**config.mk**
```make
export PLATFORM = sky130hd
export DESIGN_NAME = nest_rr_arbiter
export DESIGN_NICKNAME = d
export VERILOG_FILES = /design/src/rtl/nest_arb_pkg.sv /design/src/rtl/nest_rr_pick.sv /design/src/rtl/nest_rpt_cnt.sv /design/src/rtl/nest_rr_arbiter.sv
export SDC_FILE = /design/constraint.sdc
export NUM_CORES = 1
export LEC_CHECK = 0
export ABC_AREA = 1
export BUFFER_PORTS_ARGS = -buffer_cell sky130_fd_sc_hd__buf_2
export CAP_MARGIN = 20
export CORE_ASPECT_RATIO = 0.9
export CORE_UTILIZATION = 45
export DETAILED_ROUTE_END_ITERATION = 10
export GPL_TIMING_DRIVEN = 0
export SETUP_SLACK_MARGIN = 0.5
export SLEW_MARGIN = 20
export SYNTH_ARGS = -nofsm -noshare
export SYNTH_HDL_FRONTEND = slang
export SYNTH_SLANG_ARGS = --single-unit
```
**constraint.sdc**
```tcl
create_clock -name clk -period 5.6 [get_ports clk]
set_input_delay 1.68 -clock clk [delete_from_list [all_inputs] [get_ports clk]]
set_output_delay 1.68 -clock clk [all_outputs]
set_load 0.02 [all_outputs]
```
**src/rtl/nest_arb_pkg.sv**
```systemverilog
package nest_arb_pkg;
    localparam int LVLS  = 4;
    localparam int LVL_W = 2;
endpackage

```
**src/rtl/nest_rr_pick.sv**
```systemverilog
module nest_rr_pick #(
    parameter int NS = 9,
    localparam int PW = $clog2(NS)
) (
    input  logic [NS-1:0] cand,
    input  logic [PW-1:0] ptr,
    output logic [PW-1:0] pick,
    output logic          valid
);
    always_comb begin
        pick  = '0;
        valid = 1'b0;
        for (int k = 0; k < NS; k++) begin
            int idx;
            idx = int'(ptr) + k;
            if (idx >= NS) idx = idx - NS;
            if (!valid && cand[idx]) begin
                valid = 1'b1;
                pick  = PW'(idx);
            end
        end
    end
endmodule

```
**src/rtl/nest_rpt_cnt.sv**
```systemverilog
module nest_rpt_cnt #(
    parameter int CW = 4
) (
    input  logic          clk,
    input  logic          rst_n,
    input  logic          load,
    input  logic [CW-1:0] load_val,
    input  logic          dec,
    output logic          nz
);
    logic [CW-1:0] cnt_d, cnt_q;

    always_comb begin
        cnt_d = cnt_q;
        if (load)     cnt_d = load_val;
        else if (dec) cnt_d = cnt_q - 1'b1;
    end

    always_ff @(posedge clk or negedge rst_n) begin
        if (!rst_n) cnt_q <= '0;
        else        cnt_q <= cnt_d;
    end

    assign nz = (cnt_q != '0);

    AST_NO_UNDERFLOW: assert property (@(posedge clk) disable iff (!rst_n) dec |-> nz);
    AST_LOAD_DEC_EXCL: assert property (@(posedge clk) disable iff (!rst_n) !(load && dec));
endmodule

```
**src/rtl/nest_rr_arbiter.sv**
```systemverilog
module nest_rr_arbiter
    import nest_arb_pkg::*;
#(
    parameter int NM     = 8,
    parameter int CW     = 4,
    parameter int BRIDGE = 7
) (
    input  logic                clk,
    input  logic                rst_n,
    input  logic [NM-1:0]       req,
    input  logic [NM-1:0]       rpt,
    input  logic [LVL_W*NM-1:0] prio,
    input  logic [CW-1:0]       rpt_limit,
    input  logic [CW-1:0]       bridge_limit,
    input  logic                retry,
    input  logic                tenure_done,
    output logic [NM-1:0]       gnt
);
    localparam int NS = NM + 1;
    localparam int PW = $clog2(NS);

    typedef struct packed {
        logic [NM-1:0]            gnt;
        logic [LVLS-1:0][PW-1:0]  ptr;
    } st_t;

    st_t st_d, st_q;

    logic [LVLS-1:0][NM-1:0] lvl_req;
    logic [LVLS-1:0]         below;
    logic [LVLS-1:0][NS-1:0] cand;
    logic [LVLS-1:0][PW-1:0] pick;
    logic [LVLS-1:0]         pvld;

    always_comb begin
        for (int l = 0; l < LVLS; l++)
            for (int i = 0; i < NM; i++)
                lvl_req[l][i] = req[i] && (prio[LVL_W*i +: LVL_W] == LVL_W'(l));
        below[0] = 1'b0;
        for (int l = 1; l < LVLS; l++)
            below[l] = below[l-1] | (|lvl_req[l-1]);
        for (int l = 0; l < LVLS; l++)
            cand[l] = {below[l], lvl_req[l]};
    end

    for (genvar l = 0; l < LVLS; l++) begin : g_lvl
        nest_rr_pick #(.NS(NS)) u_pick (
            .cand  (cand[l]),
            .ptr   (st_q.ptr[l]),
            .pick  (pick[l]),
            .valid (pvld[l])
        );
    end

    logic gen_nz, br_nz;
    logic gen_load, br_load, gen_dec, br_dec;

    nest_rpt_cnt #(.CW(CW)) u_cnt_gen (
        .clk(clk), .rst_n(rst_n), .load(gen_load), .load_val(rpt_limit),
        .dec(gen_dec), .nz(gen_nz)
    );
    nest_rpt_cnt #(.CW(CW)) u_cnt_br (
        .clk(clk), .rst_n(rst_n), .load(br_load), .load_val(bridge_limit),
        .dec(br_dec), .nz(br_nz)
    );

    logic                    own_br, rpt_ok, win_vld, descend;
    logic [PW-1:0]           win;
    logic [LVLS-1:0][PW-1:0] ptr_n;

    always_comb begin
        own_br  = st_q.gnt[BRIDGE];
        rpt_ok  = (|(st_q.gnt & req & rpt)) && !retry && (own_br ? br_nz : gen_nz);

        ptr_n   = st_q.ptr;
        win     = '0;
        win_vld = 1'b0;
        descend = 1'b1;
        for (int l = LVLS-1; l >= 0; l--) begin
            if (descend && pvld[l]) begin
                if (pick[l] == PW'(NM)) begin
                    ptr_n[l] = '0;
                end else begin
                    ptr_n[l] = pick[l] + 1'b1;
                    win      = pick[l];
                    win_vld  = 1'b1;
                    descend  = 1'b0;
                end
            end
        end

        st_d     = st_q;
        gen_load = 1'b0;
        br_load  = 1'b0;
        gen_dec  = 1'b0;
        br_dec   = 1'b0;
        if (tenure_done) begin
            if (rpt_ok) begin
                gen_dec = !own_br;
                br_dec  = own_br;
            end else begin
                st_d.gnt = '0;
                st_d.ptr = ptr_n;
                if (win_vld) begin
                    st_d.gnt[win] = 1'b1;
                    br_load  = (win == PW'(BRIDGE));
                    gen_load = (win != PW'(BRIDGE));
                end
            end
        end
    end

    always_ff @(posedge clk or negedge rst_n) begin
        if (!rst_n) st_q <= '0;
        else        st_q <= st_d;
    end

    assign gnt = st_q.gnt;

    AST_GNT_ONEHOT: assert property (@(posedge clk) disable iff (!rst_n) $onehot0(gnt));
    AST_GNT_HOLD: assert property (@(posedge clk) disable iff (!rst_n) !tenure_done |=> $stable(gnt));
    AST_GNT_REQUESTED: assert property (@(posedge clk) disable iff (!rst_n) tenure_done |=> ((gnt & $past(req)) == gnt));
    AST_REQ_SERVED: assert property (@(posedge clk) disable iff (!rst_n) (tenure_done && |req) |=> |gnt);
    AST_REPEAT_KEEP: assert property (@(posedge clk) disable iff (!rst_n)
        (tenure_done && !retry && |(gnt & req & rpt) && (gnt[BRIDGE] ? br_nz : gen_nz)) |=> $stable(gnt));
endmodule

```
Word level (Yosys, flattened, before mapping). Cells that the tools add are included. W data, S select, Z words.

Logic and storage cells: 575. Output and inout bits: 8. Flip-flop bits (word level): 32.

Add/sub/neg operators: 74. Equal/unequal tests: 30. Reductions and logical operators: 125. Bitwise gates (word level): 5. Multiplexer cells: 260. Magnitude comparators: 74.

Operators by type and width (number): $lt A32 B6 Y1 const B (36); $mux W32 (36); $ge A32 B5 Y1 const B (32); $sub A32 B5 Y32 const B (32); $mux W4 (52); $bmux W1 S4 (36); $mux W1 (134); $add A4 B3 Y5 const B (16); $logic_and A1 B1 Y1 (70); $add A4 B2 Y5 const B (8); $logic_not A1 Y1 (34); $eq A2 B2 Y1 const B (16); $reduce_or A8 Y1 (4); $add A4 B1 Y5 const B (4); $add A4 B4 Y5 const B (4); $sub A4 B4 Y5 const B (4); $add A4 B1 Y4 const B (4); $and A8 B8 Y8 (2); $eq A2 B1 Y1 const B (8); $eq A4 B4 Y1 const B (4); $ge A4 B4 Y1 const B (4); $logic_not A2 Y1 (8); $reduce_and A3 Y1 (4); $mux W8 (1); other kinds (11) (15).

Depth between registers and ports, before layout. Gate-level depths: netlist of run 1.

Word-level depth: 47. Gate-level depth with buffers: 41.

By module. Synthesis of run 1 repeated with hierarchy kept, for this count alone.

Cell total of the unflattened synthesis: 2345. Area, all modules: 14163.6 um2.

By module, submodules not included: nest_rr_pick (area each 2916.5 um2, seq. area each 0.0 um2, instances 4, cells each 497); nest_rr_arbiter (area each 1999.4 um2, seq. area each 600.6 um2, instances 1, cells each 291); nest_rpt_cnt (area each 249.0 um2, seq. area each 100.1 um2, instances 2, cells each 33).

Worst setup path before layout of run 1. Ideal clock, no wire load.

Path kind: input to register. Start point: input port prio[7]. End point: register u_cnt_gen.cnt_q[1]. Arrival time: 4.758 ns. Stages: 31. Buffers on the path: 1. Setup slack: 0.725 ns. Cells stage by stage: inv_1 nand3_1 nand2_1 nor2_1 nand2_2 nor2_8 inv_2 nand2_1 nand2_2 nand2_4 nand3_4 nor2_8 nand4_4 nor2_2 nand3_1 nand2_1 nor2_1 a21oi_1 inv_1 ha_1 nand2_2 a21oi_2 buf_4 nand4_1 nand2_1 nand2_4 nand3_4 nand2_4 nand2_1 nand2_1 nand2_1.

Word-level cells in the longest chain between the ends: 47. Elaborated cells on any way between the ends: 292. Classes of those cells: eq/ne: 8; mux: 206; bitwise: 2; reduce/logical: 76.

RTL lines: start: declaration (line nest_rr_arbiter.sv:12) `input logic [LVL_W*NM-1:0] prio,`; $eq A2 B1 Y1 or $logic_not A2 Y1 (tied branches) (line nest_rr_arbiter.sv:38) `lvl_req[l][i] = req[i] && (prio[LVL_W*i +: LVL_W] == LVL_W'(l));`; $logic_and A1 B1 Y1 (line nest_rr_arbiter.sv:38); $reduce_or A8 Y1 (line nest_rr_arbiter.sv:41) `below[l] = below[l-1] | (|lvl_req[l-1]);`; $or A1 B1 Y1 (2 in series) (line nest_rr_arbiter.sv:41); $bmux W1 S4 (line nest_rr_pick.sv:17) `if (!valid && cand[idx]) begin`; $mux W1 (implied by the code) (2 in series) (line nest_rr_pick.sv:17); $mux W1 (line nest_rr_pick.sv:17); $logic_not A1 Y1 (line nest_rr_pick.sv:17); [29 not listed]; $mux W4 or $mux W1 (tied branches) (line nest_rr_arbiter.sv:80) `if (descend && pvld[l]) begin`; $mux W4 or $logic_and A1 B1 Y1 (tied branches) (line nest_rr_arbiter.sv:81, nest_rr_arbiter.sv:80); $mux W4 (line nest_rr_arbiter.sv:80); $ne A4 B3 Y1 (line nest_rr_arbiter.sv:107) `gen_load = (win != PW'(BRIDGE));`; $mux W1 * (line nest_rr_arbiter.sv:104) `if (win_vld) begin`; $mux W1 * (line nest_rr_arbiter.sv:98) `if (rpt_ok) begin`; $mux W1 * (line nest_rr_arbiter.sv:97) `if (tenure_done) begin`; $mux W4 or $reduce_bool A2 Y1 (tied branches); end signal: assignment (line nest_rpt_cnt.sv:21) `else cnt_q <= cnt_d;`; end: declaration (line nest_rpt_cnt.sv:11) `logic [CW-1:0] cnt_d, cnt_q;`.

Mark *: on every way between the ends. The rest lies on a longest branch, timed or not. The select of a mux whose other input is x is not followed. A chain may end at the register's enable or synchronous reset.

Worst setup path after layout of run 1.
Start point: input port req[6]. End point: register st_q (netlist bit gnt[0]).

Word-level cells in the longest chain between the ends: 46. Elaborated cells on any way between the ends: 295. Classes of those cells: order compare: 2; eq/ne: 4; mux: 205; bitwise: 5; reduce/logical: 79.

RTL lines: start: declaration (line nest_rr_arbiter.sv:10) `input logic [NM-1:0] req,`; $logic_and A1 B1 Y1 (line nest_rr_arbiter.sv:38); $reduce_or A8 Y1 (line nest_rr_arbiter.sv:41); $or A1 B1 Y1 (2 in series) (line nest_rr_arbiter.sv:41); $bmux W1 S4 (line nest_rr_pick.sv:17); $mux W1 (implied by the code) (2 in series) (line nest_rr_pick.sv:17); $mux W1 (line nest_rr_pick.sv:17); $logic_not A1 Y1 (line nest_rr_pick.sv:17); $logic_and A1 B1 Y1 (line nest_rr_pick.sv:17); [28 not listed]; $mux W4 or $mux W1 (tied branches) (line nest_rr_arbiter.sv:80); $mux W4 or $logic_and A1 B1 Y1 (tied branches) (line nest_rr_arbiter.sv:81, nest_rr_arbiter.sv:80); $mux W4 (line nest_rr_arbiter.sv:80); $ge A4 B1 Y1 (implied by the code) or $lt A4 B4 Y1 (tied branches) (line nest_rr_arbiter.sv:105) `st_d.gnt[win] = 1'b1;`; $logic_and A1 B1 Y1 (implied by the code) (line nest_rr_arbiter.sv:105); $mux W1 (implied by the code) (line nest_rr_arbiter.sv:105); $demux W1 S3 (line nest_rr_arbiter.sv:105); $mux W8 (line nest_rr_arbiter.sv:104); end signal: assignment (line nest_rr_arbiter.sv:115) `else st_q <= st_d;`; end: declaration (line nest_rr_arbiter.sv:27) `st_t st_d, st_q;`.

Several ways; a longest one is shown, not always the timed one. The select of a mux whose other input is x is not followed.

==> metrics.md, run 1 <==
| Metric | Value |
|---|---|
| Clk sinks | 32 |
| Antenna violations before repair | 2 |
| Critical-path top delay cell | nor2_8 |
| Initial drt markers | 1,428 |
| Ys async rst share | between 90% and 100% |
| Worst setup SP type | input port |
| Post-layout min period | between 5000 and 6000 ps |
| Via count | 15,500 |
| Most numerous cell in the Yosys netlist | nand2_1 |
| Status | completed |
| Setup crit end kind | flop |
| Yosys warning count | 0 |
| Post-DRT Antenna Nets | 0 |
| CP max FO | 7 |
| Tightest Pin Transition | 797 ps |
| Area leader, netlist | nand2_1 |
| Die area | 0.0282 mm2 |
| Fin nets | 2,502 |
| Post-Syn Nets | 2,364 |
| Critical Path RT | roughly 5800 ps |
| CTS clock-pin slew for the worst setup and hold paths | ~50 ps |
| Port bufs | just over 50 |
| Number of CTS-inserted buffers | 5 |
| Clock Skews | 7.27 ps |
| Post-synthesis sequential area ratio | roughly 6.5% |
| DR vias/cell | 5.69 |
| Gpl congestion | roughly 0.98 |
| Vias in the first global route | 13,700 |
| FILL cells | 2,724 |
| RSZ-0062 raised after global routing | true |
| Relative max-transition margin | 46.8% |
| Fraction of layout cells with a size suffix above 1 | 22.0% |
| Largest cells by area after synthesis | nand2_1 21%, nand3_1 14%, ha_1 9.7% |
| Initial Util | 45.8% |
| Die H | 159 um |
| Final Cycle Share | 91.4% |
| Setup TNS | 0 ps |
| Cell variety after synth | 66 |
| Die width | 177 um |
| Total track usage | 30.4% |
| Max-Cap Viols | 0 |
| GR Overflow Total | 0 |
| Yosys top cell area share | 20.8% |
| Clock root cell | clkbuf_16 |
| Pin count of the biggest net entering global routing | 33 |
| Global-route wire length before repair | roughly 70,000 um |
| Synthesized area per cell | 5.58 um2 |
| Post-synth EDFFs | 0 |
| Setup-failing EPs final | 0 |
| Htree depth | 2 |
| WL/cell | 16.4 um |
| Cell Rows | 57 |
| Hold WC Path Type | flop to flop |
| Register bit total from synthesis | 32 |
| Top_reg_cell synth | dfrtp_1 |
| CP peak stage delay | roughly 250 ps |
| Wire length after detailed routing | between 40,000 and 50,000 um |
| Clk_lat worst skew | between 200 and 300 ps |
| Hold Fails Final Rpt | 0 |
| CTS max path bufs | 2 |
| Cells after Synth | approximately 2,200 |
| Critical path class | input port to flop |
| CTS tree | yes |
| I/O pins | 52 |
| Drt drc | 0 |
| Core area | 0.0270 mm2 |
| Area delta synth->final | 20.4% |
| Most used cell, CP | nand2_1 |
| HPWL Detailed | 34,100 um |
| WP data arrival | 5330 ps |
| Pins over their slew limit | 0 |
| DRT Pass-1 Iters | 6 |
| Post-Syn Area | approximately 0.012 mm2 |
| Commonest cells in the netlist | 688 x nand2_1, 345 x nand3_1, 261 x inv_1 |
| Highest Clock Rate | between 150 and 200 MHz |
-- area by class of cell --
class | count | area, um2 | share of cell area (%)
Tap cell | 354 | 443 | 2.97
Clock buffer | 6 | 129 | 0.864
Clock inverter | 1 | 5.00 | 0.0336
Inverter | 303 | 1210 | 8.15
Timing Repair Buffer | 131 | 1010 | 6.81
Buffer | 24 | 194 | 1.30
Antenna cell | 1 | 2.50 | 0.0168
Sequential cell | 32 | 816 | 5.47
Multi-Input combinational cell | 1861 | 11100 | 74.4
-- layout by cell type, fill, tap and decap left out, types with 5 or more instances in the layout --
| master | Yosys | routed |
|---|---|---|
| nand2_1 | 688 | 661 |
| nand3_1 | 345 | 310 |
| inv_1 | 261 | 224 |
| nor2_1 | 123 | 104 |
| o21ai_0 | 112 | 98 |
| ha_1 | 96 | 93 |
| buf_4 | 5 | 92 |
| nand2_2 | 60 | 83 |
| a21oi_1 | 62 | 54 |
| o211ai_1 | 52 | 52 |
| inv_2 | 37 | 50 |
| o21ai_1 | 32 | 38 |
| xor2_1 | 37 | 36 |
| nand3_4 | 3 | 33 |
| buf_2 | 9 | 31 |
| nand3_2 | 26 | 31 |
| nand4_1 | 31 | 31 |
| nand3b_1 | 22 | 22 |
| dfrtp_1 | 32 | 22 |
| o21ai_2 | 13 | 21 |
| buf_6 | 7 | 20 |
| nor3_1 | 24 | 19 |
| nor2_2 | 10 | 18 |
| nand2_4 | 13 | 16 |
| inv_4 | 1 | 15 |
| nor2_4 | 3 | 14 |
| a21oi_2 | 7 | 12 |
| o22ai_1 | 11 | 11 |
| or2_2 | 9 | 9 |
| dfrtp_2 | 0 | 9 |
| clkinvlp_4 | 0 | 8 |
| xnor2_1 | 7 | 7 |
| a31oi_1 | 7 | 7 |
| o31ai_1 | 6 | 6 |
| xor2_2 | 5 | 5 |
| and2_1 | 5 | 5 |
| clkbuf_16 | 0 | 5 |
-- state kept, by name (all words and copies together) (netlist names) --
signal / flops
gnt: 8
st_q: 16
u_cnt_br.cnt_q: 4
u_cnt_gen.cnt_q: 4
-- kinds of logic (layout without fill, tap and decap cells) --
group	count (synthesis)	in the layout	synth area share, %
xor+xnor	50	50	3.90
flops	32	32	6.46
mux	2	2	0.162
buf+inv	327	465	10.6
other cells	0	1	0
fa+ha+maj	100	100	10.3
compound gates	330	330	16.3
simple gates	1379	1379	52.3
-- timing repair --
action                     in CTS  in global routing
hold buffers                    0                  0
cloned                          1                  0
buffers inserted               32                 47
setup endpoints to repair      27                 28
pin swaps                      31                 64
gates resized for setup       125                178
-- layer usage --
layer | share of wire, % | vias to the layer above | wire [um] | track usage, %
met5 | 0.038 | - | 17 | 0
met4 | 2.3 | 2 | 1000 | 8.93
met3 | 7.5 | 78 | 3340 | 3.06
met2 | 46 | 643 | 20300 | 48.5
met1 | 45 | 7070 | 19900 | 42.8
li1 | - | 7657 | - | -
-- worst max-delay path, delay by kind of cell --
family                     cells  cell delay (ps)
AOI/OAI and AO/OA              4              630
buffers and inverters          3              460
adders and majority gates      1              170
and+or+nand+nor               23             2360
-- path summary, 6_finish.rpt --
kind	start	to	slack, ps	cells past startpoint
setup / recovery	req[6]	gnt[0]	480	31
hold / removal	gnt[0]	gnt[0]	510	2
setup reg to reg	st_q[9]	u_cnt_gen.cnt_q[1]	610	31
hold reg to reg	gnt[0]	gnt[0]	510	2
max in group asynchronous	rst_n	st_q[10]	3530	1
min in group asynchronous	rst_n	u_cnt_gen.cnt_q[1]	1480	1
-- metrics by stage --
| step | utilization (%) | setup slack [ps] | cells | cell area, um2 | hold WS, ps |
|---|---|---|---|---|---|
| 2_1_floorplan | - | 725 | 2220 | 12400 | 498 |
| 3_3_place_gp | 48.4 | -355 | 2625 | 13100 | 497 |
| 4_1_cts | 51.5 | 501 | 2665 | 13900 | 514 |
| 6_report | 55.2 | 483 | 2713 | 14900 | 512 |
| 5_1_grt | 55.2 | 286 | 2712 | 14900 | 573 |
| 3_5_place_dp | 48.4 | -375 | 2625 | 13100 | 490 |
Power of run 1 is left out: the tool's default activity adds up to more than one toggle a clock period on the data nets, which glitch-free logic cannot reach.
==> inputs of run 2 (changes only) <==
PLACE_DENSITY = 0.63   (was unset)
clock period = 5.1 ns   (was 5.6 ns; I/O delays follow)
==> metrics.md, run 2 (synthesis gave the netlist of run 1 again) <==
| Metric | Value |
|---|---|
| Via count | 15,700 (+1.9%) |
| Relative max-transition margin | 46.8% (about the same) |
| Setup crit end kind | flop |
| Finished Core Util | 57.9% (+2.8 points) |
| Cell Rows | 57 (unchanged) |
| CTS clock-pin slew for the worst setup and hold paths | 50 ps (about the same) |
| Hold Fails Final Rpt | 0 (unchanged) |
| R2R depth | 33 (+6.5%) |
| Worst setup SP type | input port |
| Highest Clock Rate | 201 MHz |
| ANT cells | 0 (-1) |
| Critical-path top delay cell | nor2_8 |
| Pin count of the biggest net entering global routing | 33 (unchanged) |
| Vias in the first global route | 14,000 (+2.4%) |
| CP peak stage delay | 260 ps (about the same) |
| Global-route wire length before repair | 72,500 um (+4.0%) |
| Drt drc | 0 (unchanged) |
| R2r setup slk | 250 ps (-360 ps) |
| Die area | 0.0282 mm2 (unchanged) |
| Core area | 0.0270 mm2 (unchanged) |
| Final Cycle Share | a little over nine tenths |
| Post-DRT Antenna Nets | 0 (unchanged) |
| Tightest Pin Transition | 798 ps (+0.139 ps) |
| Setup-failing EPs final | 0 (unchanged) |
| DR vias/cell | 5.71 (+0.33%) |
| Initial Util | 45.8% (unchanged) |
| Area delta synth->final | 26.4% |
| Critical path class | input port to flop |
| RR Endpoint | u_cnt_gen.cnt_q[3] |
| Die H | 159 um (unchanged) |
| Die width | 177 um (unchanged) |
| Antenna violations before repair | 1 (-1) |
| Wire length after detailed routing | 46,500 um (+4.4%) |
| Clk_lat worst skew | 280 ps (about the same) |
| Critical Path RT | 5270 ps (-540 ps) |
| Fraction of layout cells with a size suffix above 1 | 24.8% (+2.8 points) |
| Post-layout min period | 4990 ps |
| I/O pins | 52 (unchanged) |
| Number of CTS-inserted buffers | 5 (unchanged) |
| Top reg by flops | st_q |
| Initial drt markers | 1,574 (+10%) |
| WP data arrival | 5150 ps (-180 ps) |
| Max-Cap Viols | 0 (unchanged) |
| Worst setup path endpoint | u_cnt_gen.cnt_q[3] |
| DRT Pass-1 Iters | 6 (unchanged) |
| Pins over their slew limit | 0 (unchanged) |
| CTS tree | yes |
| Crit. Startpoint | prio[11] |
| RSZ-0062 raised after global routing | true |
| HPWL Detailed | 34,800 um (+2.1%) |
| Htree depth | 2 (unchanged) |
| Status | completed |
| Clk sinks | 32 (unchanged) |
| Clock root cell | clkbuf_16 |
| GR Overflow Total | 0 (unchanged) |
| FILL cells | 2,715 (-0.33%) |
| Cts hold-fix bufs | 0 (unchanged) |
| Fin nets | 2,545 (+1.7%) |
| Hold WC Path Type | flop to flop |
| Total track usage | 31.5% (+1.1 points) |
| Most frequent cells in the layout | 650 x nand2_1, 308 x nand3_1, 222 x inv_1 |
| Port bufs | 51 (unchanged) |
| Max FFs per register | 16 (unchanged) |
| WL/cell | 16.9 um (+2.7%) |
| Gpl congestion | 0.993 (+1.3%) |
| CP max FO | 7 (unchanged) |
| Commonest non-fill, non-tap cell in the layout | nand2_1 |
| CTS max path bufs | 2 (unchanged) |
| Clock Skews | 8.34 ps (+1.07 ps) |
| Critical R2R Launch | st_q[6] |
## run 2: timing repair
action / CTS / global route
buffers inserted: 77 / 44
cloned: 2 / 0
pin swaps: 62 / 77
endpoints found under the setup margin: 29 / 30
gates resized for setup: 177 / 168
## run 2: metrics by stage
step	TNS (ps)	setup slack, ps	hold slack, ps	instances	area, um2
2_1_floorplan	0	487	498	2220	12600
3_3_place_gp	-11620	-579	526	2625	13300
3_5_place_dp	-12340	-596	530	2625	13300
4_1_cts	0	271	542	2712	14700
5_1_grt	-106	-38.1	573	2756	15700
6_report	0	113	540	2756	15700
## run 2: critical path, delay by kind of cell
| family | cells | cell delay [ps] |
|---|---|---|
| AOI/OAI and AO/OA | 5 | 680 |
| adders and majority gates | 1 | 180 |
| buffers and inverters | 6 | 650 |
| and+or+nand+nor | 20 | 2110 |
## run 2: layout make-up
cell class	instances	area [um2]	area share, %
Buffer	24	225	1.44
Clock buffer	6	129	0.823
Clock inverter	2	35.0	0.224
Inverter	303	1260	8.05
Multi-Input combinational cell	1862	11300	72.4
Sequential cell	32	817	5.22
Tap cell	354	443	2.83
Timing Repair Buffer	173	1420	9.05
## run 2: how the worst min path moves through the flow
stage | start | to | slack [ps] | depth (start not counted)
floorplan | u_cnt_gen.cnt_q[1] | u_cnt_gen.cnt_q[1] | 500 | 2
global placement | u_cnt_gen.cnt_q[1] | u_cnt_gen.cnt_q[1] | 530 | 2
detailed placement | u_cnt_gen.cnt_q[1] | u_cnt_gen.cnt_q[1] | 530 | 2
CTS | u_cnt_gen.cnt_q[1] | u_cnt_gen.cnt_q[1] | 540 | 2
global route | u_cnt_gen.cnt_q[1] | u_cnt_gen.cnt_q[1] | 570 | 2
finish | u_cnt_gen.cnt_q[1] | u_cnt_gen.cnt_q[1] | 540 | 2
## run 2: metal layers
layer / global-route usage (%) / up-vias / part of all wire, %
met4: 10.3 / 2 / 3.2
met1: 43.2 / 7235 / 44
met3: 2.89 / 104 / 7.4
met2: 51.5 / 663 / 46
li1: - / 7742 / -
met5: 0 / - / 0.017
Power of run 2 is left out for the same reason.
==> inputs of run 3 (changes only) <==
PLACE_DENSITY = 0.67   (was 0.63)
==> metrics.md, run 3 (synthesis gave the netlist of run 1 again) <==
| Metric | Value |
|---|---|
| CTS max path bufs | 2 (unchanged) |
| WHS Path Cells | 2 (unchanged) |
| DR vias/cell | 5.78 (+1.2%) |
| Critical-path top delay cell | a21oi_4 |
| Final Instance Area | 0.0157 mm2 (about the same) |
| Total track usage | 31.8% (+0.30 points) |
| R2r setup slk | 170 ps (-80 ps) |
| Setup-failing EPs final | 0 (unchanged) |
| Area delta synth->final | 26.4% (about the same) |
| CP max FO | 7 (unchanged) |
| Post-layout min period | 5020 ps (+31.4 ps) |
| Critical Path RT | 5270 ps (about the same) |
| Number of CTS-inserted buffers | 5 (unchanged) |
| Die H | 159 um (unchanged) |
| Port bufs | 51 (unchanged) |
| Initial drt markers | 1,534 (-2.5%) |
| Crit. Startpoint | prio[4] |
| Antenna violations before repair | 0 (-1) |
| Cts hold-fix bufs | 0 (unchanged) |
| Most used cell, CP | buf_4 |
| Wire length after detailed routing | 46,600 um (+0.28%) |
| HPWL Detailed | 34,700 um (-0.45%) |
| CP peak stage delay | 230 ps (-30 ps) |
| Failing checks | DRC |
| Fraction of layout cells with a size suffix above 1 | 25.2% (+0.45 points) |
| FILL cells | 2,650 (-2.4%) |
| Die width | 177 um (unchanged) |
| Final Cycle Share | 98.4% (+0.61 points) |
| CTS clock-pin slew for the worst setup and hold paths | 50 ps (about the same) |
| Top delay family on crit path | simple AND/OR/NAND/NOR gates |
| Worst setup SP type | input port |
| Top reg by flops | st_q |
| ANT cells | 0 (unchanged) |
| Pins over their slew limit | 0 (unchanged) |
| Clk sinks | 32 (unchanged) |
| R2R depth | 33 (unchanged) |
| Final WS setup | 81.4 ps (-31.4 ps) |
| Initial Util | 45.8% (unchanged) |
| Clock root cell | clkbuf_16 |
| Die area | 0.0282 mm2 (unchanged) |
| Status | finished, violations left |
| Core area | 0.0270 mm2 (unchanged) |
| Gpl congestion | 0.984 (-0.88%) |
| Hold WC Path Type | flop to flop |
| RSZ-0062 raised after global routing | true |
| Max FFs per register | 16 (unchanged) |
| Clk_lat worst skew | 290 ps (about the same) |
| Post-Place Cell Area | 0.0133 mm2 (unchanged) |
| CTS tree | yes |
| Cell Rows | 57 (unchanged) |
| Drt drc | 1 (+1) |
| Htree depth | 2 (unchanged) |
| Pre-CTS setup slack | -761 ps (-166 ps) |
| Most frequent cells in the layout | 645 x nand2_1, 304 x nand3_1, 220 x inv_1 |
| WP data arrival | 5190 ps (+40 ps) |
| Bufs and invs on worst path | 11 (+5) |
| Post-DRT Antenna Nets | 0 (unchanged) |
| WL/cell | 16.9 um (+0.24%) |
| Highest Clock Rate | 199 MHz (-0.62%) |
| Reg area | 815 um2 (-0.31%) |
| Via count | 15,900 (+1.3%) |
| Commonest non-fill, non-tap cell in the layout | nand2_1 |
| Max-Cap Viols | 0 (unchanged) |
| Critical R2R Launch | st_q[10] |
| I/O pins | 52 (unchanged) |
| Vias in the first global route | 14,300 (+2.0%) |
| Hold Fails Final Rpt | 0 (unchanged) |
| Pin count of the biggest net entering global routing | 33 (unchanged) |
| Setup crit end kind | flop |
| Worst setup path endpoint | u_cnt_gen.cnt_q[1] |
| Global-route wire length before repair | 73,200 um (+1.1%) |
| Relative max-transition margin | 44.8% (-2.0 points) |
| Clock Skews | 15.9 ps (+7.59 ps) |
| GR Overflow Total | 0 (unchanged) |
| Critical path depth | 34 (+6.3%) |
| Fin nets | 2,547 (+0.079%) |
| Footprint of the multi-input gates | 0.0113 mm2 (about the same) |
| Tightest Pin Transition | 819 ps (+21.2 ps) |
| DRT Pass-1 Iters | 9 (+3) |
| RR Endpoint | u_cnt_gen.cnt_q[0] |
| Critical path class | input port to flop |
==> run 3: changes by cell type in the layout (fill, tap and decap cells not counted), sizes merged <==
cell      delta
nand2        -1
buf          +3
inv          -3
bufinv       -1
clkinvlp     +3
==> run 3: through the flow <==
| stage | utilization (%) | instances | TNS, ps | hold WS (ps) |
|---|---|---|---|---|
| after floorplan | - | 2220 | 0 | 498 |
| after global placement | 49.2 | 2625 | -15670 | 507 |
| after detailed placement | 49.2 | 2625 | -16000 | 514 |
| after CTS | 55.6 | 2735 | 0 | 530 |
| after global routing | 57.9 | 2757 | -336 | 566 |
| final | 57.9 | 2757 | 0 | 542 |
==> run 3: worst min-delay path by stage <==
stage,startpoint,to,slack (ps)
floorplan,u_cnt_gen.cnt_q[1],u_cnt_gen.cnt_q[1],500
global placement,gnt[3],gnt[3],510
detailed placement,gnt[3],gnt[3],510
CTS,gnt[3],gnt[3],530
global route,u_cnt_br.cnt_q[1],u_cnt_br.cnt_q[1],570
finish,u_cnt_br.cnt_q[1],u_cnt_br.cnt_q[1],540
==> run 3: layout make-up <==
cell class | instances | area share (%)
Tap cell | 354 | 2.83
Clock buffer | 7 | 0.975
Timing Repair Buffer | 175 | 9.09
Buffer | 24 | 1.40
Inverter | 303 | 8.08
Sequential cell | 32 | 5.20
Multi-Input combinational cell | 1861 | 72.4
Timing Repair inverter | 1 | 0.0480
==> run 3: timing repair <==
item	CTS	global route
hold endpoints to repair	0	0
pin swaps	69	79
cloned	2	0
gates resized for setup	205	138
setup buffers	101	22
endpoints found under the setup margin	31	28
==> run 3: worst reg2reg max path, delay by kind of cell (launching register included) <==
family                   cells  cell delay, ps
AND/OR/NAND/NOR             15            1690
AO/OA/AOI/OAI                6            1110
buffers and inverters        9            1060
adder cells (fa/ha/maj)      3             540
flip-flops                   1             440
==> run 3: per-layer routing <==
layer	vias to the layer above	wire [um]	share of wire (%)	global-route usage [%]
met4	0	1260	2.7	9.48
met5	-	0	0	0
li1	7740	-	-	-
met1	7381	20000	43	43.8
met3	102	3870	8.3	2.67
met2	722	21500	46	52.4
Power of run 3 is left out for the same reason.
